===== config.mk =====
export PLATFORM = sky130hd
export DESIGN_NAME = asym_pwm2
export DESIGN_NICKNAME = d
export VERILOG_FILES = /design/src/rtl/pwm2_pkg.sv /design/src/rtl/pwm2_carrier.sv /design/src/rtl/pwm2_scale.sv /design/src/rtl/pwm2_cmp.sv /design/src/rtl/asym_pwm2.sv
export SDC_FILE = /design/constraint.sdc
export NUM_CORES = 1
export LEC_CHECK = 0
export BUFFER_PORTS_ARGS = -buffer_cell sky130_fd_sc_hd__buf_4
export CAP_MARGIN = 5
export CORE_ASPECT_RATIO = 1.25
export CORE_MARGIN = 2
export CORE_UTILIZATION = 30
export CTS_CLUSTER_DIAMETER = 50
export CTS_CLUSTER_SIZE = 10
export DETAILED_ROUTE_END_ITERATION = 6
export PLACE_DENSITY_LB_ADDON = 0.2
export SLEW_MARGIN = 25
export SYNTH_ARGS = -nofsm -noshare
export SYNTH_HDL_FRONTEND = slang
export SYNTH_SLANG_ARGS = --single-unit
export TNS_END_PERCENT = 50

===== constraint.sdc =====
create_clock -name clk -period 17.65 [get_ports clk]
set_clock_uncertainty 0.15 [all_clocks]
set_input_delay 4.4125 -clock clk [delete_from_list [all_inputs] [get_ports clk]]
set_output_delay 4.4125 -clock clk [all_outputs]
set_load 0.05 [all_outputs]

===== src/rtl/pwm2_pkg.sv =====
package pwm2_pkg;
    typedef struct packed {
        logic gate;
        logic gate_n;
    } gate_pair_t;
endpackage


===== src/rtl/pwm2_carrier.sv =====
module pwm2_carrier #(
    parameter int CW = 16
) (
    input  logic          clk,
    input  logic          rst_n,
    input  logic [CW-1:0] per_in,
    output logic [CW-1:0] cnt,
    output logic [CW-1:0] per,
    output logic          valley,
    output logic          peak
);
    typedef struct packed {
        logic [CW-1:0] cnt;
        logic [CW-1:0] per;
        logic          up;
    } car_st_t;

    car_st_t st_d, st_q;

    always_comb begin
        st_d = st_q;
        if (st_q.cnt == '0) begin
            st_d.per = per_in;
            st_d.up  = 1'b1;
            st_d.cnt = (per_in == '0) ? '0 : CW'(1);
        end else if (st_q.up) begin
            if (st_q.cnt == st_q.per) begin
                st_d.up  = 1'b0;
                st_d.cnt = st_q.cnt - CW'(1);
            end else begin
                st_d.cnt = st_q.cnt + CW'(1);
            end
        end else begin
            st_d.cnt = st_q.cnt - CW'(1);
        end
    end

    always_ff @(posedge clk) begin
        if (!rst_n) st_q <= '0;
        else        st_q <= st_d;
    end

    assign cnt    = st_q.cnt;
    assign per    = st_q.per;
    assign valley = (st_q.cnt == '0);
    assign peak   = (st_q.cnt == st_q.per);


    cnt_le_per_chk: assert property (@(posedge clk) disable iff (!rst_n)
        st_q.cnt <= st_q.per);


    unit_step_chk: assert property (@(posedge clk) disable iff (!rst_n)
        (st_q.cnt != '0) |=> (st_q.cnt == $past(st_q.cnt) + CW'(1)) ||
                             (st_q.cnt == $past(st_q.cnt) - CW'(1)));
endmodule


===== src/rtl/pwm2_scale.sv =====
module pwm2_scale #(
    parameter int CW = 16,
    parameter int KW = 16,
    parameter int KF = 15
) (
    input  logic [CW-1:0] duty,
    input  logic [KW-1:0] ratio,
    input  logic [CW-1:0] per,
    output logic [CW-1:0] d1,
    output logic [CW-1:0] d2
);
    localparam int PW = CW + KW;
    localparam int SW = PW - KF;

    logic [PW-1:0] prod;
    logic [SW-1:0] scaled;

    always_comb begin
        prod   = PW'(duty) * PW'(ratio);
        scaled = SW'(prod >> KF);
        d1     = (duty > per) ? per : duty;
        d2     = (scaled > SW'(per)) ? per : scaled[CW-1:0];
    end
endmodule


===== src/rtl/pwm2_cmp.sv =====
module pwm2_cmp
    import pwm2_pkg::*;
#(
    parameter int CW = 16
) (
    input  logic          clk,
    input  logic          rst_n,
    input  logic [CW-1:0] duty,
    input  logic [CW-1:0] carrier,
    output gate_pair_t    pair
);
    gate_pair_t pair_d, pair_q;

    always_comb begin
        pair_d.gate   = (duty > carrier);
        pair_d.gate_n = (duty <= carrier);
    end

    always_ff @(posedge clk) begin
        if (!rst_n) pair_q <= '{gate: 1'b0, gate_n: 1'b1};
        else        pair_q <= pair_d;
    end

    assign pair = pair_q;


    complementary_chk: assert property (@(posedge clk) disable iff (!rst_n)
        pair_q.gate != pair_q.gate_n);
endmodule


===== src/rtl/asym_pwm2.sv =====
module asym_pwm2
    import pwm2_pkg::*;
#(
    parameter int CW = 16,
    parameter int KW = 16,
    parameter int KF = 15
) (
    input  logic          clk,
    input  logic          rst_n,
    input  logic [CW-1:0] half_period,
    input  logic [CW-1:0] duty_cmd,
    input  logic [KW-1:0] ratio_k,
    output logic          gate_a,
    output logic          gate_a_n,
    output logic          gate_b,
    output logic          gate_b_n,
    output logic          sample_stb
);
    localparam int NPH = 2;

    typedef struct packed {
        logic [CW-1:0] d1;
        logic [CW-1:0] d2;
        logic          stb;
    } top_st_t;

    top_st_t st_d, st_q;

    logic [CW-1:0] cnt_w, per_w, new_d1, new_d2;
    logic          valley_w, peak_w;
    logic [CW-1:0] car [NPH];
    logic [CW-1:0] dut [NPH];
    gate_pair_t    pairs [NPH];

    pwm2_carrier #(.CW(CW)) i_carrier (
        .clk    (clk),
        .rst_n  (rst_n),
        .per_in (half_period),
        .cnt    (cnt_w),
        .per    (per_w),
        .valley (valley_w),
        .peak   (peak_w)
    );

    pwm2_scale #(.CW(CW), .KW(KW), .KF(KF)) i_scale (
        .duty  (duty_cmd),
        .ratio (ratio_k),
        .per   (half_period),
        .d1    (new_d1),
        .d2    (new_d2)
    );

    always_comb begin
        st_d     = st_q;
        st_d.stb = valley_w | peak_w;
        if (valley_w) begin
            st_d.d1 = new_d1;
            st_d.d2 = new_d2;
        end
    end

    always_ff @(posedge clk) begin
        if (!rst_n) st_q <= '0;
        else        st_q <= st_d;
    end

    assign car[0] = cnt_w;
    assign car[1] = per_w - cnt_w;
    assign dut[0] = st_q.d1;
    assign dut[1] = st_q.d2;

    for (genvar g = 0; g < NPH; g++) begin : g_phase
        pwm2_cmp #(.CW(CW)) i_cmp (
            .clk     (clk),
            .rst_n   (rst_n),
            .duty    (dut[g]),
            .carrier (car[g]),
            .pair    (pairs[g])
        );
    end

    assign gate_a     = pairs[0].gate;
    assign gate_a_n   = pairs[0].gate_n;
    assign gate_b     = pairs[1].gate;
    assign gate_b_n   = pairs[1].gate_n;
    assign sample_stb = st_q.stb;


    duty_sat_chk: assert property (@(posedge clk) disable iff (!rst_n)
        (st_q.d1 <= per_w) && (st_q.d2 <= per_w));


    duty_hold_chk: assert property (@(posedge clk) disable iff (!rst_n)
        !$past(valley_w) |-> ($stable(st_q.d1) && $stable(st_q.d2)));


    mirror_chk: assert property (@(posedge clk) disable iff (!rst_n)
        valley_w |-> (car[1] == per_w));
endmodule


==> flow_summary.json <==
{
  "final_cell_mix": "inv_1, nand2_1, fa_1",
  "antenna_cells": 0,
  "drive_above_1_share_pct": 5.725,
  "reg2reg_to": "g_phase[1].i_cmp.pair[0]$_SDFF_PN1_",
  "synthFlopType": "dfxtp_1",
  "worst_setup_path_end_kind": "register",
  "drt-total-wl_um": 38370,
  "vias": 10480,
  "max_slew_margin_pct": 46.69,
  "dp_hpwl_um": 30070,
  "r2r_cells": 16,
  "synth-adder-area-share_pct": 46.29,
  "critical_path.startpoint_type": "primary input",
  "row_count": 86,
  "synth_top_family_by_area": "adder cells",
  "seqCellArea_um2": 1401,
  "fin_crit_sh_pct": 70.31,
  "fmax_ghz": 0.08058,
  "htreeDepth": 3,
  "rsz0062_at_grt": "no",
  "clockBufferDepth": 2,
  "grt_pass1_vias": 11290,
  "multi_input_comb_area_um2": 10610,
  "cts_sinks": 70,
  "postSynthCellCount": 1551,
  "worstMarginPinSlew_ns": 0.7996,
  "start_util_pct": 30.32,
  "first_iter_violations": 401,
  "synth_compound_gate_area_share_pct": 10.46,
  "io_pins": 55,
  "cts_buffers": 9,
  "setup_viol": 0,
  "mostFrequentLayoutCell": "inv_1",
  "worstHoldPathCells": 2,
  "cts_hold_buffers": 0,
  "ctsResizeCount": 0,
  "grt_antenna_before_repair": 0,
  "grt-ovfl-total": 0,
  "gp_congestion": 0.8201,
  "cp.required_ns": 17.70,
  "status": "completed",
  "timing.critical_path.slowest_cell_delay_ns": 0.55,
  "hp-start": "i_carrier.per[0]$_SDFFE_PN0P_",
  "ys_ff_latch": 70,
  "num-fill-cells": 4676,
  "wl_per_cell_um": 17.90,
  "ant_nets": 0,
  "synth_edf_count": 0,
  "grt_usage_pct": 17.56,
  "min_to": "i_carrier.per[0]$_SDFFE_PN0P_",
  "portBuffers": 54,
  "die_h_um": 239.5,
  "avgSynthCellArea_um2": 8.581,
  "areaGrowthSynthToFinish_pct": 9.373,
  "synth_xor_area_share_pct": 3.027,
  "hp-class": "reg2reg",
  "grt_pass1_wl_um": 62000,
  "async_flop_share_pct": 0,
  "tns_ns": 0,
  "pre_cts_ws_ns": 4.879,
  "regToRegSetupSlack_ns": 13.31,
  "synth_fp_nets": 1977,
  "drc": 0,
  "hold_viol_final": 0,
  "synth_warnings": 0,
  "yosysUniqueCellTypes": 60,
  "core_um2": 43900,
  "r2r_start": "i_carrier.cnt[1]$_SDFF_PP0_",
  "ys_seq_area_share_pct": 10.53,
  "cts_root_buffer": "clkbuf_16",
  "synth_area_um2": 13310,
  "drv_cap": 0,
  "setup_slack_ns": 5.239,
  "period_needed_ns": 12.41,
  "grt_max_degree": 80,
  "slowest_stage": "fa_1",
  "first_pass_iters": 4,
  "synthSimpleGateAreaFrac_pct": 17.97,
  "arrival_ns": 12.46,
  "die_x_um": 192.4,
  "synth_mux_area_share_pct": 1.955,
  "die_area_um2": 46070,
  "drv_slew": 0,
  "cp_max_fo": 25,
  "vias_per_cell": 4.889,
  "cts_setup_buffers": 0,
  "tritoncts": "yes",
  "finalNetCount": 1993,
  "clk_latency_ns": 0.35,
  "worstSetupPathType": "in2reg",
  "path_clk_slew_ns": 0.07
}
## cells by family (layout without fill, tap and decap cells)
| logic type | after synthesis | count (layout) |
|---|---|---|
| XOR/XNOR | 46 | 46 |
| buffers and inverters | 343 | 364 |
| multiplexers | 26 | 26 |
| flip-flops | 70 | 70 |
| AO/OA/AOI/OAI | 205 | 205 |
| adder cells (fa/ha/maj) | 376 | 376 |
| AND/OR/NAND/NOR | 485 | 485 |
## layer usage
layer  routed length, um  vias to the layer above  track usage, %  share of wire, %
met5                   0                        -               0                 0
met4                 983                        0           4.673               2.6
met3                 999                       52           1.333               2.6
met2               19280                      192           31.61                50
met1               17110                     5225           22.48                45
li1                    -                     5012               -                 -
## how the worst max path moves through the flow
stage,from,end,slack (ns),depth (start not counted)
3_3_place_gp,duty_cmd[7],dut[14]$_SDFFE_PN0P_,5.09,32
5_1_grt,duty_cmd[7],dut[4]$_SDFFE_PN0P_,4.86,33
3_5_place_dp,duty_cmd[7],dut[11]$_SDFFE_PN0P_,4.88,33
2_1_floorplan,ratio_k[3],dut[11]$_SDFFE_PN0P_,5.58,31
6_report,duty_cmd[7],dut[4]$_SDFFE_PN0P_,5.24,33
4_1_cts,duty_cmd[7],dut[7]$_SDFFE_PN0P_,5.25,33
## sequential cells by signal, summed over array words and instances, names as in the netlist
register	cells
sample_stb	1
i_carrier.per	16
g_phase.i_cmp.pair	4
i_carrier.st_q	1
i_carrier.cnt	16
dut	32
## synth_stat cells, types with 10 or more instances
master	count	area share, %
nand3_1	25	0.94
dfxtp_1	70	11
o21ai_0	35	1.3
xnor2_1	30	2.0
xor2_1	16	1.1
clkbuf_1	51	1.4
nand4_1	22	1.0
nor2_1	55	1.6
ha_1	182	17
o21a_1	18	1.0
a211oi_1	19	1.1
nor2b_1	10	0.47
mux2i_1	26	2.0
and2_1	115	5.4
fa_1	194	29
inv_1	288	8.1
a21oi_1	61	2.3
nor3_1	22	0.83
nand2_1	199	5.6
a21o_1	20	1.1
## through the flow
stage,hold WS (ns),cells,cell area [um^2],util [%]
6_report,0.3072,2144,14560,33.16
5_1_grt,0.3329,2144,14560,33.16
4_1_cts,0.3087,2144,14560,33.16
3_5_place_dp,0.3000,2128,14260,32.48
3_3_place_gp,0.2952,2128,14260,32.48
2_1_floorplan,0.2863,1551,13310,-
## critical path, delay by kind of cell
family,cells,cell delay (ns)
compound gates,9,2.17
fa+ha+maj,8,3.61
mux,1,0.25
simple gates,6,0.76
buf+inv,8,0.96
xor+xnor,1,0.25
## layout make-up
type	count	share of cell area [%]
sequential	70	9.627
inverter	289	7.452
clock inverter	6	0.4813
multi-input combinational	1138	72.91
timing repair buffer	59	3.043
tap	572	4.917
clock buffer	10	1.573
Power is not shown: default switching activity piles up to over one toggle a cycle in this logic, so the estimate is an artifact.
